[config.mk]
export PLATFORM = sky130hd
export DESIGN_NAME = rtc_bus_slave
export DESIGN_NICKNAME = d
export VERILOG_FILES = /design/src/rtl/rtcbus_pkg.sv /design/src/rtl/rtcbus_sync.sv /design/src/rtl/rtcbus_ctrl.sv /design/src/rtl/rtcbus_datapath.sv /design/src/rtl/rtc_bus_slave.sv
export SDC_FILE = /design/constraint.sdc
export NUM_CORES = 1
export LEC_CHECK = 0
export ABC_AREA = 1
export ABC_CLOCK_PERIOD_IN_PS = 5300
export BUFFER_PORTS_ARGS = -buffer_cell sky130_fd_sc_hd__buf_4
export CAP_MARGIN = 25
export CELL_PAD_IN_SITES_DETAIL_PLACEMENT = 1
export CELL_PAD_IN_SITES_GLOBAL_PLACEMENT = 1
export CORE_MARGIN = 8
export CORE_UTILIZATION = 51
export CTS_CLUSTER_SIZE = 25
export DETAILED_ROUTE_END_ITERATION = 8
export PLACE_DENSITY = 0.83
export SLEW_MARGIN = 10
export SYNTH_ARGS = -nofsm -noshare
export SYNTH_HDL_FRONTEND = slang
export SYNTH_SLANG_ARGS = --single-unit
[constraint.sdc]
create_clock -name clk -period 5.3 [get_ports clk]
set_clock_uncertainty 0.15 [all_clocks]
set_input_delay 0.265 -clock clk [delete_from_list [all_inputs] [get_ports clk]]
set_output_delay 0.265 -clock clk [all_outputs]
set_load 0.005 [all_outputs]
[src/rtl/rtcbus_pkg.sv]
package rtcbus_pkg;

  // Bus conditions seen on the synchronized lines, one cycle each
  typedef struct packed {
    logic start;
    logic stop;
    logic rise;
    logic fall;
  } busEvent_t;

  // Strobes from the controller to the datapath
  typedef struct packed {
    logic shiftIn;
    logic loadPtr;
    logic writeReg;
    logic loadTx;
    logic shiftTx;
    logic resetPtr;
    logic addrHit;
    logic busStop;
  } dpStrobe_t;

  typedef enum logic [3:0] {
    ST_IDLE,
    ST_ADDR,
    ST_AACK,
    ST_PTR,
    ST_PACK,
    ST_WDATA,
    ST_WACK,
    ST_TX,
    ST_MACK,
    ST_MACKF,
    ST_IGNORE
  } busState_t;

endpackage

[src/rtl/rtcbus_sync.sv]
module rtcbus_sync
  import rtcbus_pkg::*;
#(
  parameter int STAGES = 2
) (
  input  logic      clk,
  input  logic      rstN,
  input  logic      sclIn,
  input  logic      sdaIn,
  output logic      sdaS,
  output busEvent_t ev
);

  logic [STAGES-1:0] sclPipe;
  logic [STAGES-1:0] sdaPipe;
  logic              sclPrev;
  logic              sdaPrev;
  logic              sclS;

  always_ff @(posedge clk or negedge rstN) begin
    if (!rstN) begin
      sclPipe <= '1;
      sdaPipe <= '1;
      sclPrev <= 1'b1;
      sdaPrev <= 1'b1;
    end else begin
      sclPipe <= {sclPipe[STAGES-2:0], sclIn};
      sdaPipe <= {sdaPipe[STAGES-2:0], sdaIn};
      sclPrev <= sclPipe[STAGES-1];
      sdaPrev <= sdaPipe[STAGES-1];
    end
  end

  assign sclS = sclPipe[STAGES-1];
  assign sdaS = sdaPipe[STAGES-1];

  always_comb begin
    ev.start = sclS & sclPrev & sdaPrev & ~sdaS;
    ev.stop  = sclS & sclPrev & ~sdaPrev & sdaS;
    ev.rise  = sclS & ~sclPrev;
    ev.fall  = ~sclS & sclPrev;
  end

endmodule

[src/rtl/rtcbus_ctrl.sv]
module rtcbus_ctrl
  import rtcbus_pkg::*;
#(
  parameter int         DATA_W     = 8,
  parameter logic [6:0] SLAVE_ADDR = 7'b0110010
) (
  input  logic              clk,
  input  logic              rstN,
  input  busEvent_t         ev,
  input  logic              sdaS,
  input  logic [DATA_W-1:0] rxByte,
  input  logic              fmtShort,
  input  logic              txMsb,
  output dpStrobe_t         stb,
  output logic              sdaOe,
  output busState_t         stateOut
);

  localparam int CNT_W = $clog2(DATA_W + 1);
  localparam logic [CNT_W-1:0] BYTE_END = CNT_W'(DATA_W);
  localparam logic [CNT_W-1:0] TX_LAST  = CNT_W'(DATA_W - 1);

  busState_t        state, stateNext;
  logic [CNT_W-1:0] bitCnt, bitNext;
  logic             rdMode, rdNext;
  logic             byteDone;

  assign byteDone = ev.fall && (bitCnt == BYTE_END);

  always_comb begin
    stb       = '0;
    stateNext = state;
    bitNext   = bitCnt;
    rdNext    = rdMode;
    if (ev.stop) begin
      stateNext    = ST_IDLE;
      stb.resetPtr = 1'b1;
      stb.busStop  = 1'b1;
    end else if (ev.start) begin
      stateNext = ST_ADDR;
      bitNext   = '0;
    end else begin
      unique case (state)
        ST_ADDR, ST_PTR, ST_WDATA: begin
          if (ev.rise) begin
            stb.shiftIn = 1'b1;
            bitNext     = bitCnt + 1'b1;
          end else if (byteDone) begin
            if (state == ST_ADDR) begin
              if (rxByte[DATA_W-1:1] == SLAVE_ADDR) begin
                stateNext   = ST_AACK;
                stb.addrHit = 1'b1;
                rdNext      = rxByte[0];
              end else begin
                stateNext = ST_IGNORE;
              end
            end else if (state == ST_PTR) begin
              stb.loadPtr = 1'b1;
              stateNext   = ST_PACK;
            end else begin
              stb.writeReg = 1'b1;
              stateNext    = ST_WACK;
            end
          end
        end
        ST_AACK: begin
          if (ev.fall) begin
            bitNext = '0;
            if (rdMode) begin
              stb.loadTx = 1'b1;
              stateNext  = ST_TX;
            end else begin
              stateNext = ST_PTR;
            end
          end
        end
        ST_PACK: begin
          if (ev.fall) begin
            bitNext = '0;
            if (fmtShort) begin
              stb.loadTx = 1'b1;
              stateNext  = ST_TX;
            end else begin
              stateNext = ST_WDATA;
            end
          end
        end
        ST_WACK: begin
          if (ev.fall) begin
            bitNext   = '0;
            stateNext = ST_WDATA;
          end
        end
        ST_TX: begin
          if (ev.fall) begin
            if (bitCnt == TX_LAST) begin
              stateNext = ST_MACK;
              bitNext   = '0;
            end else begin
              stb.shiftTx = 1'b1;
              bitNext     = bitCnt + 1'b1;
            end
          end
        end
        ST_MACK: begin
          if (ev.rise) stateNext = sdaS ? ST_IGNORE : ST_MACKF;
        end
        ST_MACKF: begin
          if (ev.fall) begin
            stb.loadTx = 1'b1;
            stateNext  = ST_TX;
          end
        end
        default: ;
      endcase
    end
  end

  always_ff @(posedge clk or negedge rstN) begin
    if (!rstN) begin
      state  <= ST_IDLE;
      bitCnt <= '0;
      rdMode <= 1'b0;
    end else begin
      state  <= stateNext;
      bitCnt <= bitNext;
      rdMode <= rdNext;
    end
  end

  assign sdaOe = (state == ST_AACK) || (state == ST_PACK) || (state == ST_WACK) ||
                 ((state == ST_TX) && !txMsb);
  assign stateOut = state;

endmodule

[src/rtl/rtcbus_datapath.sv]
module rtcbus_datapath
  import rtcbus_pkg::*;
#(
  parameter int         DATA_W    = 8,
  parameter int         PTR_W     = 4,
  parameter logic [3:0] SHORT_FMT = 4'h4
) (
  input  logic              clk,
  input  logic              rstN,
  input  dpStrobe_t         stb,
  input  logic              sdaS,
  input  logic              secTick,
  output logic [DATA_W-1:0] rxByte,
  output logic              fmtShort,
  output logic              txMsb,
  output logic [PTR_W-1:0]  ptrVal,
  output logic              holdQ,
  output logic              pendingTick,
  output logic              tickOut
);

  localparam int DEPTH = 1 << PTR_W;
  localparam int FMT_W = DATA_W - PTR_W;

  logic [DATA_W-1:0] bank [DEPTH];
  logic [DATA_W-1:0] rxShift;
  logic [DATA_W-1:0] txShift;
  logic [PTR_W-1:0]  ptr;
  logic [FMT_W-1:0]  fmt;

  always_ff @(posedge clk or negedge rstN) begin
    if (!rstN) begin
      rxShift <= '0;
      txShift <= '0;
      ptr     <= '1;
      fmt     <= '0;
      for (int i = 0; i < DEPTH; i++) bank[i] <= '0;
    end else begin
      if (stb.shiftIn) rxShift <= {rxShift[DATA_W-2:0], sdaS};
      if (stb.resetPtr) begin
        ptr <= '1;
        fmt <= '0;
      end else if (stb.loadPtr) begin
        ptr <= rxShift[DATA_W-1 -: PTR_W];
        fmt <= rxShift[FMT_W-1:0];
      end else if (stb.writeReg) begin
        bank[ptr] <= rxShift;
        ptr       <= ptr + 1'b1;
      end else if (stb.loadTx) begin
        txShift <= bank[ptr];
        ptr     <= ptr + 1'b1;
      end
      if (stb.shiftTx) txShift <= {txShift[DATA_W-2:0], 1'b0};
    end
  end

  // Carry hold and deferred seconds tick
  always_ff @(posedge clk or negedge rstN) begin
    if (!rstN) begin
      holdQ       <= 1'b0;
      pendingTick <= 1'b0;
    end else begin
      if (stb.busStop)      holdQ <= 1'b0;
      else if (stb.addrHit) holdQ <= 1'b1;
      if (holdQ && secTick) pendingTick <= 1'b1;
      else if (!holdQ)      pendingTick <= 1'b0;
    end
  end

  assign tickOut  = !holdQ && (secTick || pendingTick);
  assign rxByte   = rxShift;
  assign fmtShort = (fmt == FMT_W'(SHORT_FMT));
  assign txMsb    = txShift[DATA_W-1];
  assign ptrVal   = ptr;

endmodule

[src/rtl/rtc_bus_slave.sv]
module rtc_bus_slave
  import rtcbus_pkg::*;
#(
  parameter logic [6:0] SLAVE_ADDR  = 7'b0110010,
  parameter int         DATA_W      = 8,
  parameter int         PTR_W       = 4,
  parameter logic [3:0] SHORT_FMT   = 4'h4,
  parameter int         SYNC_STAGES = 2
) (
  input  logic clk,
  input  logic rstN,
  input  logic sclIn,
  input  logic sdaIn,
  output logic sdaOe,
  input  logic secTick,
  output logic tickOut,
  output logic accessHold
);

  busEvent_t         ev;
  dpStrobe_t         stb;
  busState_t         ctrlState;
  logic              sdaS;
  logic [DATA_W-1:0] rxByte;
  logic              fmtShort;
  logic              txMsb;
  logic [PTR_W-1:0]  ptrVal;
  logic              pendingTick;

  rtcbus_sync #(.STAGES(SYNC_STAGES)) uSync (
    .clk(clk), .rstN(rstN), .sclIn(sclIn), .sdaIn(sdaIn), .sdaS(sdaS), .ev(ev)
  );

  rtcbus_ctrl #(.DATA_W(DATA_W), .SLAVE_ADDR(SLAVE_ADDR)) uCtrl (
    .clk(clk), .rstN(rstN), .ev(ev), .sdaS(sdaS), .rxByte(rxByte),
    .fmtShort(fmtShort), .txMsb(txMsb), .stb(stb), .sdaOe(sdaOe),
    .stateOut(ctrlState)
  );

  rtcbus_datapath #(.DATA_W(DATA_W), .PTR_W(PTR_W), .SHORT_FMT(SHORT_FMT)) uDp (
    .clk(clk), .rstN(rstN), .stb(stb), .sdaS(sdaS), .secTick(secTick),
    .rxByte(rxByte), .fmtShort(fmtShort), .txMsb(txMsb), .ptrVal(ptrVal),
    .holdQ(accessHold), .pendingTick(pendingTick), .tickOut(tickOut)
  );

endmodule

Yosys cells after proc, flatten, opt, wreduce, memory -nomap -nowiden
Cells that the tools add are included.

$lt $le $gt $ge: 2. Add/subtract/negate cells: 2. Bitwise logic cells: 17. Div/mod/pow operators: 0. Multipliers: 0. Reduce and logical (&&, ||, !) cells: 24. Equality and inequality tests: 29. Muxes and demuxes: 71. Shift operators: 0.

Operators with widths (number): $bwmux W128 (1); $mux W4 (24); $mux W8 (8); $bmux W8 S4 (1); $demux W8 S4 (1); $ne A4 B3 Y1 const B (7); $pmux W4 S7 (1); $eq A4 B3 Y1 const B (6); $mux W1 (23); $eq A4 B4 Y1 const B (3); $mux W2 (6); $pmux W4 S3 (1); $mux W5 (2); $reduce_and A10 Y1 (1); $not A1 Y1 (9); $reduce_bool A9 Y1 (1); $add A4 B1 Y4 const B (2); $eq A4 B2 Y1 const B (2); $ne A4 B4 Y1 const B (2); $reduce_bool A4 Y1 (2); $and A1 B1 Y1 (7); $eq A7 B6 Y1 const B (1); $reduce_and A7 Y1 (1); $mux W3 (2); 18 further kinds (31).

Memory bits (read-only): 0. Memories: 0. Bits in latches: 0. Register bits after elaboration: 169. Bits in writable memories: 0. Bits of input ports: 5.

Logic depth before layout (Yosys ltp)
Gate-level depths: netlist of run 1.

Depth in word-level cells: 13. Depth in mapped cells: 12. Mapped depth without buffers: 12.

Modules after synthesis
Synthesis of run 1 repeated with hierarchy kept, for this count alone.

Cell total of the unflattened synthesis: 1102. Area, all modules: 8639.5 um^2.

Modules (own cells, without submodules): rtcbus_datapath (instances 1, area each 7494.7 um^2, cells an instance 931); rtcbus_ctrl (instances 1, area each 945.9 um^2, cells an instance 154); rtcbus_sync (instances 1, area each 198.9 um^2, cells an instance 17).

Worst setup path before layout of run 1
Ideal clock, no wire load.

Path kind: register to register. Start point: register uDp.ptr[1], in the netlist uDp.ptrVal[1]. End point: register uDp.bank[26] (netlist bit). Arrival time: 1842 ps. Data required time: 5016 ps. Period minus slack after synthesis: 2126 ps. Slack: 3174 ps. Cell stages (with the launch flop): 10. Setup time: 134 ps. Path through: dfstp_2 -> clkbuf_1 -> inv_1 -> clkbuf_1 -> ha_1 -> inv_1 -> nor2_4 -> nand2_1 -> buf_2 -> o21ai_0.

Longest elaborated chain between the ends: 6. Elaborated cells between the ends (all ways): 7. Those cells by class: 2 x order compare; 3 x mux; 1 x bitwise; 1 x reduce/logical.

RTL lines: start, declared (RTL line rtcbus_datapath.sv:28) `logic [PTR_W-1:0] ptr;`; start signal, assigned (RTL line rtcbus_datapath.sv:44) `ptr <= rxShift[DATA_W-1 -: PTR_W];`; start signal, assigned (RTL line rtcbus_datapath.sv:48) `ptr <= ptr + 1'b1;`; start signal, assigned (RTL line rtcbus_datapath.sv:51) `ptr <= ptr + 1'b1;`; $not A4 Y5 (implied by the code) (*) (RTL line rtcbus_datapath.sv:47) `bank[ptr] <= rxShift;`; $ge A5 B5 Y1 (implied by the code) or $lt A5 B1 Y1 (tied branches) (RTL line rtcbus_datapath.sv:47); $logic_and A1 B1 Y1 (implied by the code) (RTL line rtcbus_datapath.sv:47); $mux W8 (implied by the code) (RTL line rtcbus_datapath.sv:47); $demux W8 S4 (*) (RTL line rtcbus_datapath.sv:47); $bwmux W128 (*) (RTL line rtcbus_datapath.sv:47); end signal, assigned by index (RTL line rtcbus_datapath.sv:47); end, declared (RTL line rtcbus_datapath.sv:25) `logic [DATA_W-1:0] bank [DEPTH];`.

Mark *: on every way between the ends. The rest lies on a longest branch, timed or not. A chain may end at the register's enable or synchronous reset.

Final worst setup path of run 1
Start point: register uDp.ptr[0], in the netlist uDp.ptrVal[0]. End point: register uDp.txShift[5].

Longest elaborated chain between the ends: 9.

RTL lines: $not A4 Y5 (implied by the code) (RTL line rtcbus_datapath.sv:50) `txShift <= bank[ptr];`; $bmux W8 S4 (RTL line rtcbus_datapath.sv:50); $mux W8 (implied by the code) (2 in a row) (RTL line rtcbus_datapath.sv:50); $mux W8 (RTL line rtcbus_datapath.sv:49) `end else if (stb.loadTx) begin`; $mux W8 (RTL line rtcbus_datapath.sv:46) `end else if (stb.writeReg) begin`; $mux W8 (RTL line rtcbus_datapath.sv:43) `end else if (stb.loadPtr) begin`; $mux W8 (RTL line rtcbus_datapath.sv:40) `if (stb.resetPtr) begin`; $mux W8 (RTL line rtcbus_datapath.sv:53) `if (stb.shiftTx) txShift <= {txShift[DATA_W-2:0], 1'b0};`; end signal, assigned (RTL line rtcbus_datapath.sv:50); end signal, assigned (RTL line rtcbus_datapath.sv:53); end, declared (RTL line rtcbus_datapath.sv:27) `logic [DATA_W-1:0] txShift;`.

Every way passes these cells. The select of a mux whose other input is x is not followed.

==> results of run 1 <==
logic make-up after synthesis:
logic type,synth area share (%)
xor gates and xnor gates,0.321
adders and majority gates,0.918
DFF,51.9
AOI/OAI and AO/OA,12.5
and+or+nand+nor,28.0
buffers and inverters,6.44
synth_stat cells, types with 2 or more instances:
cell	instances	area [um^2]
a21oi_1	19	95.1
a22oi_1	2	15.0
buf_1	7	26.3
buf_2	16	80.1
buf_6	2	22.5
clkbuf_1	27	101
dfrtp_1	159	3980
dfstp_2	10	263
ha_1	6	75.1
inv_1	73	274
inv_2	4	15.0
nand2_1	335	1260
nand2_2	4	25.0
nand3_1	74	370
nand4_1	11	68.8
nor2_1	112	420
nor2_4	5	56.3
nor3_1	3	15.0
o21ai_0	160	801
o21ai_1	16	80.1
or2_2	7	43.8
xor2_1	2	17.5
cell type report:
type,instances,area [um^2],area share [%]
clock buffers,19,443,4.94
clock inverters,13,169,1.88
inverters,77,289,3.22
multi-input cells,764,3410,38.0
flip-flops and latches,169,4240,47.3
well taps,216,270,3.01
repair buffers,18,149,1.66
through the flow:
step	cell area, um^2	std cells	setup WS, ns
after global placement	8320	1240	2.40
after floorplan	8180	1063	3.17
after detailed placement	8320	1240	2.33
after global routing	8970	1276	2.06
after CTS	8970	1276	2.31
final	8970	1276	2.24
worst reg2reg max path, delay by kind of cell, from the launching register on:
kind | cells | cell delay [ns]
buf+inv | 2 | 1.00
flops | 1 | 0.96
simple gates | 8 | 0.83
flip-flops by register name, summed over array words and instances (netlist names):
signal           flops
uDp.bank           128
uDp.rxByte           8
uDp.txShift          8
uCtrl.bitCnt         4
uCtrl.stateOut       4
uDp.fmt              4
uDp.ptrVal           4
uSync.sclPipe        2
uSync.sdaPipe        2
uCtrl.rdMode         1
uDp.holdQ            1
uDp.pendingTick      1
uSync.sclPrev        1
uSync.sdaPrev        1
power by group through the flow:
stage	combinational (mW)	sequential, mW	clock, mW
6_report	1.44	1.53	1.31
5_1_grt	1.62	1.54	1.37
4_1_cts	1.43	1.52	1.32
3_5_place_dp	1.41	1.54	0
3_3_place_gp	1.38	1.54	0
2_1_floorplan	1.02	1.47	0
layer usage:
layer  routed length, um  part of all wire [%]  global-route usage (%)
met1               10800                    44                    32.7
met2               12000                    49                    42.8
met3                 836                   3.4                    4.54
met4                 697                   2.9                    10.6
met5                   0                     0                       0
how the worst max path moves through the flow:
stage	from	endpoint
floorplan	uDp.ptrVal[1]	uDp.bank[26]
global placement	uDp.ptrVal[0]	uDp.txShift[7]
detailed placement	uDp.ptrVal[0]	uDp.txShift[7]
CTS	uDp.ptrVal[0]	uDp.txShift[7]
global route	uDp.ptrVal[0]	uDp.txShift[6]
finish	uDp.ptrVal[0]	uDp.txShift[5]
timing repair:
item                                    in CTS  in global routing
endpoints found under the setup margin       0                  0
hold buffers                                 4                  0
buffers inserted                             0                  0
endpoints found under the hold margin       93                  0
==> metrics.md, run 1 <==
| Metric | Value |
|---|---|
| Io pins | 8 |
| Switch share | 40.4% |
| CP Class | flip-flop to flip-flop |
| Dpl hpwl | 15200 um |
| Via-per-instance ratio | 5.64 |
| Synth async-reset ratio | 100% |
| Root Buffer | clkbuf_16 |
| CTS buffer count | 17 |
| Net Count, Synth | 1074 |
| Initial DRT Pass Iterations | 5 |
| Leading cell type in the layout, fill and taps excluded | nand2_1 |
| Pin count of the biggest net entering global routing | 93 |
| PostCTS Resize Cnt | 0 |
| Reg-to-reg startpoint | uDp.ptrVal[0] |
| Vias in the first global route | 7614 |
| Cell Int Power | 2.55 mW |
| Layout Nets | 1058 |
| CP required | 5.46 ns |
| Most frequent cells in the layout | 335 x nand2_1, 160 x o21ai_0, 159 x dfrtp_1 |
| Worst-path cell chain | inv_1 > buf_4 > nand2_1 > nand3_1 > nand3_1 > nand2_1 > nor2_1 > nand2_1 > nand3_1 > nand2_1 |
| Clock power share | 30.6% |
| Cell family with most CP delay | buffers and inverters |
| Num rows | 46 |
| Antenna viol nets, final | 0 |
| H-tree lvl count | 4 |
| Hold Violations, Final | 0 |
| Worst Max-Slew Pin Slew | 0.960 ns |
| Syn Inst Count | 1063 |
| CTS tree | built |
| Routed WL | 24300 um |
| NetSw | 1.73 mW |
| Outcome | finished, final reports clean |
| Top FF cell, synth | dfrtp_1 |
| Worst Reg-to-Reg Cells | 10 |
| Synth unique cells | 31 |
| Worst vdd ir | 0.368 mV |
| Power Density | 476 nW/um^2 |
| Comb pwr share | 33.7% |
| Reg-to-Reg End | uDp.txShift[5] |
| Max_cap viols | 0 |
| Core ar. | 15800 um^2 |
| Filler instances | 2009 |
| Worst rel slew slack | 35.8% |
| Clock Tree Buf Depth | 2 |
| CP Max Fanout | 36 |
| Register area share after synthesis | 51.9% |
| Crit path top cell by count | nand2_1 |
| Reg2reg setup slack | 2.24 ns |
| Gpl congestion | 0.851 |
| Residual DRC | 0 |
| WL/cell | 19.1 um |
| N_diodes | 0 |
| Share of layout cells above drive strength 1 | 7.26% |
| Initial antenna violation count | 0 |
| Post-synth EDFFs | 0 |
| Crit path launch type | flip-flop |
| Slowest stage delay, CP | 0.96 ns |
| Unrepaired setup endpoints after global routing | false |
| Die Height | 143 um |
| Critical Path Slowest Stage Cell | dfstp_2 |
| Worst hold path type | flip-flop to flip-flop |
| First-pass GRT wire length | 40700 um |
| Leak Pwr | 4.19 nW |
| DIE WIDTH | 143 um |
| Tmin final | 3.06 ns |
| Hold path startpoint | uSync.sdaPipe[0] |
| Final TNS setup | 0 ns |
| Final worst-path cycle share | 57.8% |
| Synth warnings | 0 |
| GRT Util Overall | 25.8% |
| Total Power | 4.27 mW |
| Clock tree sinks | 169 |
| Worst Setup End Kind | flip-flop |
| Buffers on Ports | 7 |
| Skew-Pair Late Insertion Delay | 0.43 ns |
| Routed vias | 7194 |
| CP Depth | 10 |
| Hold Path Cell Cnt | 0 |
| Number of DRC markers in iteration 0 | 551 |
| Remaining global-route overflow | 0 |
| Die area | 20300 um^2 |
| Initial Utilization | 51.9% |
| WP buf/inv | 2 |
| Synthesized area per cell | 7.70 um^2 |
| Hold endpoint | uSync.sdaPipe[1] |
| Yosys reg bits | 169 |
| Final Util | 56.9% |
| Clk slew on worst S/H paths | 0.06 ns |
| Sequential Power Share | 35.7% |
| Critical Path AT | 3.22 ns |
| Layout overhead on the synthesized area | 9.70% |
| WHS | 0.210 ns |
| Max Fclk | 0.327 GHz |
| Final setup fails | 0 |
| Pins Over Slew Limit | 0 |
| Post-synthesis instance area | 8180 um^2 |
(Power assumes the default switching activity.)
==> inputs of run 2 (changes only) <==
--- a/config.mk
+++ b/config.mk
@@ -6,16 +6,16 @@
 export NUM_CORES = 1
 export LEC_CHECK = 0
 export ABC_AREA = 1
-export ABC_CLOCK_PERIOD_IN_PS = 5300
+export ABC_CLOCK_PERIOD_IN_PS = 2700
 export BUFFER_PORTS_ARGS = -buffer_cell sky130_fd_sc_hd__buf_4
 export CAP_MARGIN = 25
 export CELL_PAD_IN_SITES_DETAIL_PLACEMENT = 1
 export CELL_PAD_IN_SITES_GLOBAL_PLACEMENT = 1
 export CORE_MARGIN = 8
-export CORE_UTILIZATION = 51
+export CORE_UTILIZATION = 43
 export CTS_CLUSTER_SIZE = 25
 export DETAILED_ROUTE_END_ITERATION = 8
-export PLACE_DENSITY = 0.83
+export PLACE_DENSITY = 0.75
 export SLEW_MARGIN = 10
 export SYNTH_ARGS = -nofsm -noshare
 export SYNTH_HDL_FRONTEND = slang
==> constraint.sdc (replaced) <==
create_clock -name clk -period 2.7 [get_ports clk]
set_clock_uncertainty 0.15 [all_clocks]
set_input_delay 0.135 -clock clk [delete_from_list [all_inputs] [get_ports clk]]
set_output_delay 0.135 -clock clk [all_outputs]
set_load 0.005 [all_outputs]
==> metrics.md, run 2 (synthesized netlist as in run 1, its figures left out) <==
| Metric | Value |
|---|---|
| Origin of the worst setup path | uCtrl.bitCnt[0] |
| Final setup fails | 0 |
| Filler instances | 2313 |
| Dpl hpwl | 15100 um |
| Leading cell type in the layout, fill and taps excluded | nand2_1 |
| Clock Tree Buf Depth | 2 |
| Reg-to-reg startpoint | uCtrl.bitCnt[0] |
| Layout Cells excl Fill | 1305 |
| Clk slew on worst S/H paths | 0.07 ns |
| Unrepaired setup endpoints after global routing | false |
| Max Fclk | 0.408 GHz |
| Root Buffer | clkbuf_16 |
| Routed vias | 6980 |
| Worst hold path type | primary input to asynchronous set/reset pin |
| Num rows | 50 |
| Switch share | 39.5% |
| Clock tree sinks | 169 |
| Power Density | 934 nW/um^2 |
| DIE WIDTH | 154 um |
| Residual DRC | 0 |
| Post-CTS setup buffer count | 0 |
| Sequential Power Share | 34.5% |
| Worst vdd ir | 0.667 mV |
| WHS | 0.118 ns |
| GRT Util Overall | 20.7% |
| Antenna viol nets, final | 0 |
| Vias in the first global route | 7289 |
| CTS buffer count | 17 |
| Worst Max-Slew Pin Slew | 0.778 ns |
| Leak Pwr | 4.26 nW |
| Gpl congestion | 0.846 |
| CP Max Fanout | 16 |
| Core ar. | 18700 um^2 |
| Hold Violations, Final | 0 |
| Share of layout cells above drive strength 1 | 8.12% |
| N_diodes | 0 |
| Layout Nets | 1069 |
| Buffers on Ports | 7 |
| CTS tree | built |
| Number of DRC markers in iteration 0 | 436 |
| Footprint of the multi-input gates | 3410 um^2 |
| Final worst-path cycle share | 90.8% |
| Die Height | 154 um |
| Io pins | 8 |
| Initial DRT Pass Iterations | 4 |
| CP Class | flip-flop to flip-flop |
| Worst rel slew slack | 48.0% |
| Pin count of the biggest net entering global routing | 66 |
| Die area | 23700 um^2 |
| NetSw | 3.37 mW |
| Reg2reg setup slack | 0.25 ns |
| CP required | 2.84 ns |
| Outcome | finished, final reports clean |
| # placed instances | 1269 |
| Pins Over Slew Limit | 0 |
| Crit path launch type | flip-flop |
| Register area | 4240 um^2 |
| Final TNS setup | 0 ns |
| Comb pwr share | 35.3% |
| Via-per-instance ratio | 5.35 |
| Tmin final | 2.45 ns |
| Largest register FFs | 128 |
| Initial Utilization | 43.7% |
| Initial antenna violation count | 0 |
| Max_cap viols | 0 |
| Cell Int Power | 5.16 mW |
| Worst Setup End Kind | flip-flop |
| Routed WL | 23400 um |
| Clock power share | 30.1% |
| Critical Path AT | 2.59 ns |
| Skew-Pair Late Insertion Delay | 0.44 ns |
| Remaining global-route overflow | 0 |
| H-tree lvl count | 4 |
| Most flop-heavy register | uDp.bank |
| Layout overhead on the synthesized area | 11.7% |
| Most frequent cells in the layout | 334 x nand2_1, 160 x o21ai_0, 159 x dfrtp_1 |
| WL/cell | 17.9 um |
| First-pass GRT wire length | 38900 um |
| Final Util | 48.8% |
==> run 2: area by class of cell <==
type / count / share of cell area [%]
Inverter: 77 / 3.16
Clock buffer: 23 / 5.23
Timing Repair Buffer: 29 / 3.08
Tap cell: 234 / 3.20
Multi-Input combinational cell: 764 / 37.4
Sequential cell: 169 / 46.4
Clock inverter: 9 / 1.52
==> run 2: power groups by stage <==
stage               logic [mW]  clock network (mW)  registers [mW]
global route              3.37                2.71            2.97
floorplan                 2.00                   0            2.89
detailed placement        3.01                   0            2.99
finish                    3.02                2.57            2.95
CTS                       3.04                2.62            2.94
global placement          2.97                   0            2.97
==> run 2: critical path: stages, from the launching register on <==
cell and delay [ns]:
dfrtp_1 0.44, inv_1 0.09, ha_1 0.15, nand2_1 0.05, inv_1 0.06, nand3_1 0.11, inv_1 0.14, nand4_4 0.23
nor2_4 0.25, nand2_1 0.36, nand2_1 0.17, o21ai_0 0.10
==> run 2: repair_timing <==
action / 4_1_cts / 5_1_grt
gates resized for setup: 0 / 1
hold buffers: 4 / 0
endpoints found under the hold margin: 64 / 0
endpoints found under the setup margin: 0 / 2
==> run 2: metrics by stage <==
| step | setup WS, ns | total power, mW | cell area, um^2 |
|---|---|---|---|
| 2_1_floorplan | 0.574 | 4.89 | 8180 |
| 3_3_place_gp | 0.330 | 5.95 | 8480 |
| 3_5_place_dp | 0.276 | 6.00 | 8480 |
| 4_1_cts | 0.231 | 8.61 | 9130 |
| 5_1_grt | 0.0218 | 9.06 | 9140 |
| 6_report | 0.248 | 8.53 | 9140 |
==> run 2: path summary, 6_finish.rpt <==
kind	to	depth (start not counted)
min reg2reg	uSync.sclPipe[1]	0
min	uDp.bank[44]	2
min in group clk	uSync.sdaPipe[0]	2
max in group asynchronous	uSync.sdaPipe[0]	3
max	uDp.bank[31]	11
max reg2reg	uDp.bank[31]	11
==> run 2: routing by layer <==
metal,up-vias,track usage (%),part of all wire (%)
li1,3388,-,-
met1,3471,28.4,49
met2,89,33.1,46
met3,32,3.45,3.3
met4,0,6.30,1.6
met5,-,0,0
==> inputs of run 3 (changes only) <==
--- a/config.mk
+++ b/config.mk
@@ -6,7 +6,7 @@
 export NUM_CORES = 1
 export LEC_CHECK = 0
 export ABC_AREA = 1
-export ABC_CLOCK_PERIOD_IN_PS = 2700
+export ABC_CLOCK_PERIOD_IN_PS = 2000
 export BUFFER_PORTS_ARGS = -buffer_cell sky130_fd_sc_hd__buf_4
 export CAP_MARGIN = 25
 export CELL_PAD_IN_SITES_DETAIL_PLACEMENT = 1
==> constraint.sdc (replaced) <==
create_clock -name clk -period 2 [get_ports clk]
set_clock_uncertainty 0.15 [all_clocks]
set_input_delay 0.1 -clock clk [delete_from_list [all_inputs] [get_ports clk]]
set_output_delay 0.1 -clock clk [all_outputs]
set_load 0.005 [all_outputs]
==> metrics.md, run 3 (synthesized netlist as in run 1, its figures left out) <==
| Metric | Value |
|---|---|
| Outcome | complete, but fails checks |
| Failing checks | setup timing |
| Max Fclk | 0.464 GHz |
| N_diodes | 0 |
| Buffers on Ports | 7 |
| Initial Utilization | 43.7% |
| Total Power | 12.9 mW |
| Pin count of the biggest net entering global routing | 61 |
| Critical Path AT | 2.32 ns |
| Worst Setup End Kind | flip-flop |
| Worst Max-Slew Pin Slew | 0.601 ns |
| H-tree lvl count | 4 |
| Layout overhead on the synthesized area | 30.9% |
| Layout Nets | 1160 |
| Slowest stage delay, CP | 0.40 ns |
| Leak Pwr | 4.97 nW |
| GRT Util Overall | 23.5% |
| Worst rel slew slack | 60.0% |
| Routed vias | 7691 |
| Dpl hpwl | 16100 um |
| Max_cap viols | 0 |
| Antenna viol nets, final | 0 |
| Residual DRC | 0 |
| DP Area | 8990 um^2 |
| Initial antenna violation count | 0 |
| Gpl congestion | 0.879 |
| Worst vdd ir | 1.06 mV |
| Routed WL | 28300 um |
| Critical Path Slowest Stage Cell | dfrtp_1 |
| First-pass GRT wire length | 43800 um |
| Unrepaired setup endpoints after global routing | true |
| Hold Violations, Final | 0 |
| Root Buffer | clkbuf_16 |
| Die Height | 154 um |
| CTS buffer count | 17 |
| Worst Reg-to-Reg Cells | 13 |
| Vias in the first global route | 7901 |
| Worst hold path type | primary input to asynchronous set/reset pin |
| CP Max Fanout | 8 |
| Initial DRT Pass Iterations | 5 |
| # placed instances | 1331 |
| Final Cell Area | 10700 um^2 |
| Final worst-path cycle share | 108% |
| CP required | 2.16 ns |
| Core ar. | 18700 um^2 |
| Setup WS post-layout | -0.157 ns |
| Largest register FFs | 128 |
| Leading cell type in the layout, fill and taps excluded | nand2_1 |
| Clock tree sinks | 169 |
| WL/cell | 20.3 um |
| Final TNS setup | -12.26 ns |
| Reg-to-Reg End | uDp.bank[61] |
| Tmin final | 2.16 ns |
| CTS tree | built |
| Most flop-heavy register | uDp.bank |
| Clk slew on worst S/H paths | 0.07 ns |
| Reg-to-reg startpoint | uCtrl.bitCnt[0] |
| Share of layout cells above drive strength 1 | 27.0% |
| Number of DRC markers in iteration 0 | 585 |
| Final setup fails | 132 |
| DIE WIDTH | 154 um |
| Crit path launch type | flip-flop |
| Die area | 23700 um^2 |
| Most frequent cells in the layout | 256 x nand2_1, 158 x dfrtp_1, 100 x nor2_1 |
| Skew-Pair Late Insertion Delay | 0.44 ns |
| Worst-path cell chain | inv_1 > ha_2 > nand2_1 > inv_1 > nand3_2 > inv_2 > nand4_4 > nor2_4 > buf_6 > nand2_4 > buf_6 > nand2_1 > o21ai_1 |
| Clock Tree Buf Depth | 2 |
| Layout Cells excl Fill | 1396 |
| Via-per-instance ratio | 5.51 |
| CP Class | flip-flop to flip-flop |
| Reg2reg setup slack | -0.16 ns |
| Power Density | 1200 nW/um^2 |
| Io pins | 8 |
| Pins Over Slew Limit | 0 |
| WHS | 0.0719 ns |
| Num rows | 50 |
| Remaining global-route overflow | 0 |
-- run 3: cell count changes in the layout (fill, tap and decap cells not counted), sizes merged --
cell and change:
inv +3, buf +89, clkbuf -2, bufinv -1, clkinv +2
-- run 3: power breakdown --
group / switching, mW / internal (mW)
logic: 3.59 / 1.93
registers: 0.228 / 3.70
clock network: 1.50 / 1.92
-- run 3: area by class of cell --
type	instances	area, um^2
timing repair buffer	120	1300
sequential	169	4240
tap	234	293
clock buffer	19	453
inverter	77	295
clock inverter	13	140
fill	2223	8000
multi-input combinational	764	3990
-- run 3: metrics by stage --
| stage | setup slack (ns) | utilization, % |
|---|---|---|
| floorplan | 0.0290 | - |
| global placement | -0.0395 | 48.1 |
| detailed placement | -0.134 | 48.1 |
| CTS | -0.0695 | 53.4 |
| global route | -0.260 | 57.3 |
| finish | -0.157 | 57.3 |
-- run 3: worst max-delay path by stage --
stage               startpoint                 to  slack, ns  depth (start not counted)
6_report       uCtrl.bitCnt[0]       uDp.bank[61]      -0.16                         13
5_1_grt        uCtrl.bitCnt[0]      uDp.bank[106]      -0.26                         12
4_1_cts        uCtrl.bitCnt[0]        uDp.bank[3]      -0.07                         13
3_5_place_dp     uSync.sclPrev  uCtrl.stateOut[2]      -0.13                          9
3_3_place_gp     uSync.sclPrev  uCtrl.stateOut[3]      -0.04                          9
2_1_floorplan    uDp.ptrVal[0]       uDp.bank[47]       0.03                          9
-- run 3: routing by layer --
metal / global-route usage [%] / vias to the layer above / part of all wire [%]
li1: - / 3595 / -
met1: 31.0 / 3868 / 45
met2: 38.5 / 184 / 49
met3: 4.15 / 44 / 3.9
met4: 7.79 / 0 / 1.9
met5: 0 / - / 0
-- run 3: critical path: cells and delay by family (launching register included) --
kind                     cells  cell delay, ns
AO/OA/AOI/OAI                1            0.06
adder cells (fa/ha/maj)      1            0.15
buffers and inverters        5            0.52
flip-flops                   1            0.40
AND/OR/NAND/NOR              6            0.74
-- run 3: what timing repair did --
item                                   4_1_cts  5_1_grt
hold buffers                                 4        0
endpoints found under the hold margin      167        0
cloned                                       9        4
buffers inserted                             8        8
pin swaps                                    8       24
gates resized for setup                    103      220
setup endpoints to repair                  143      149
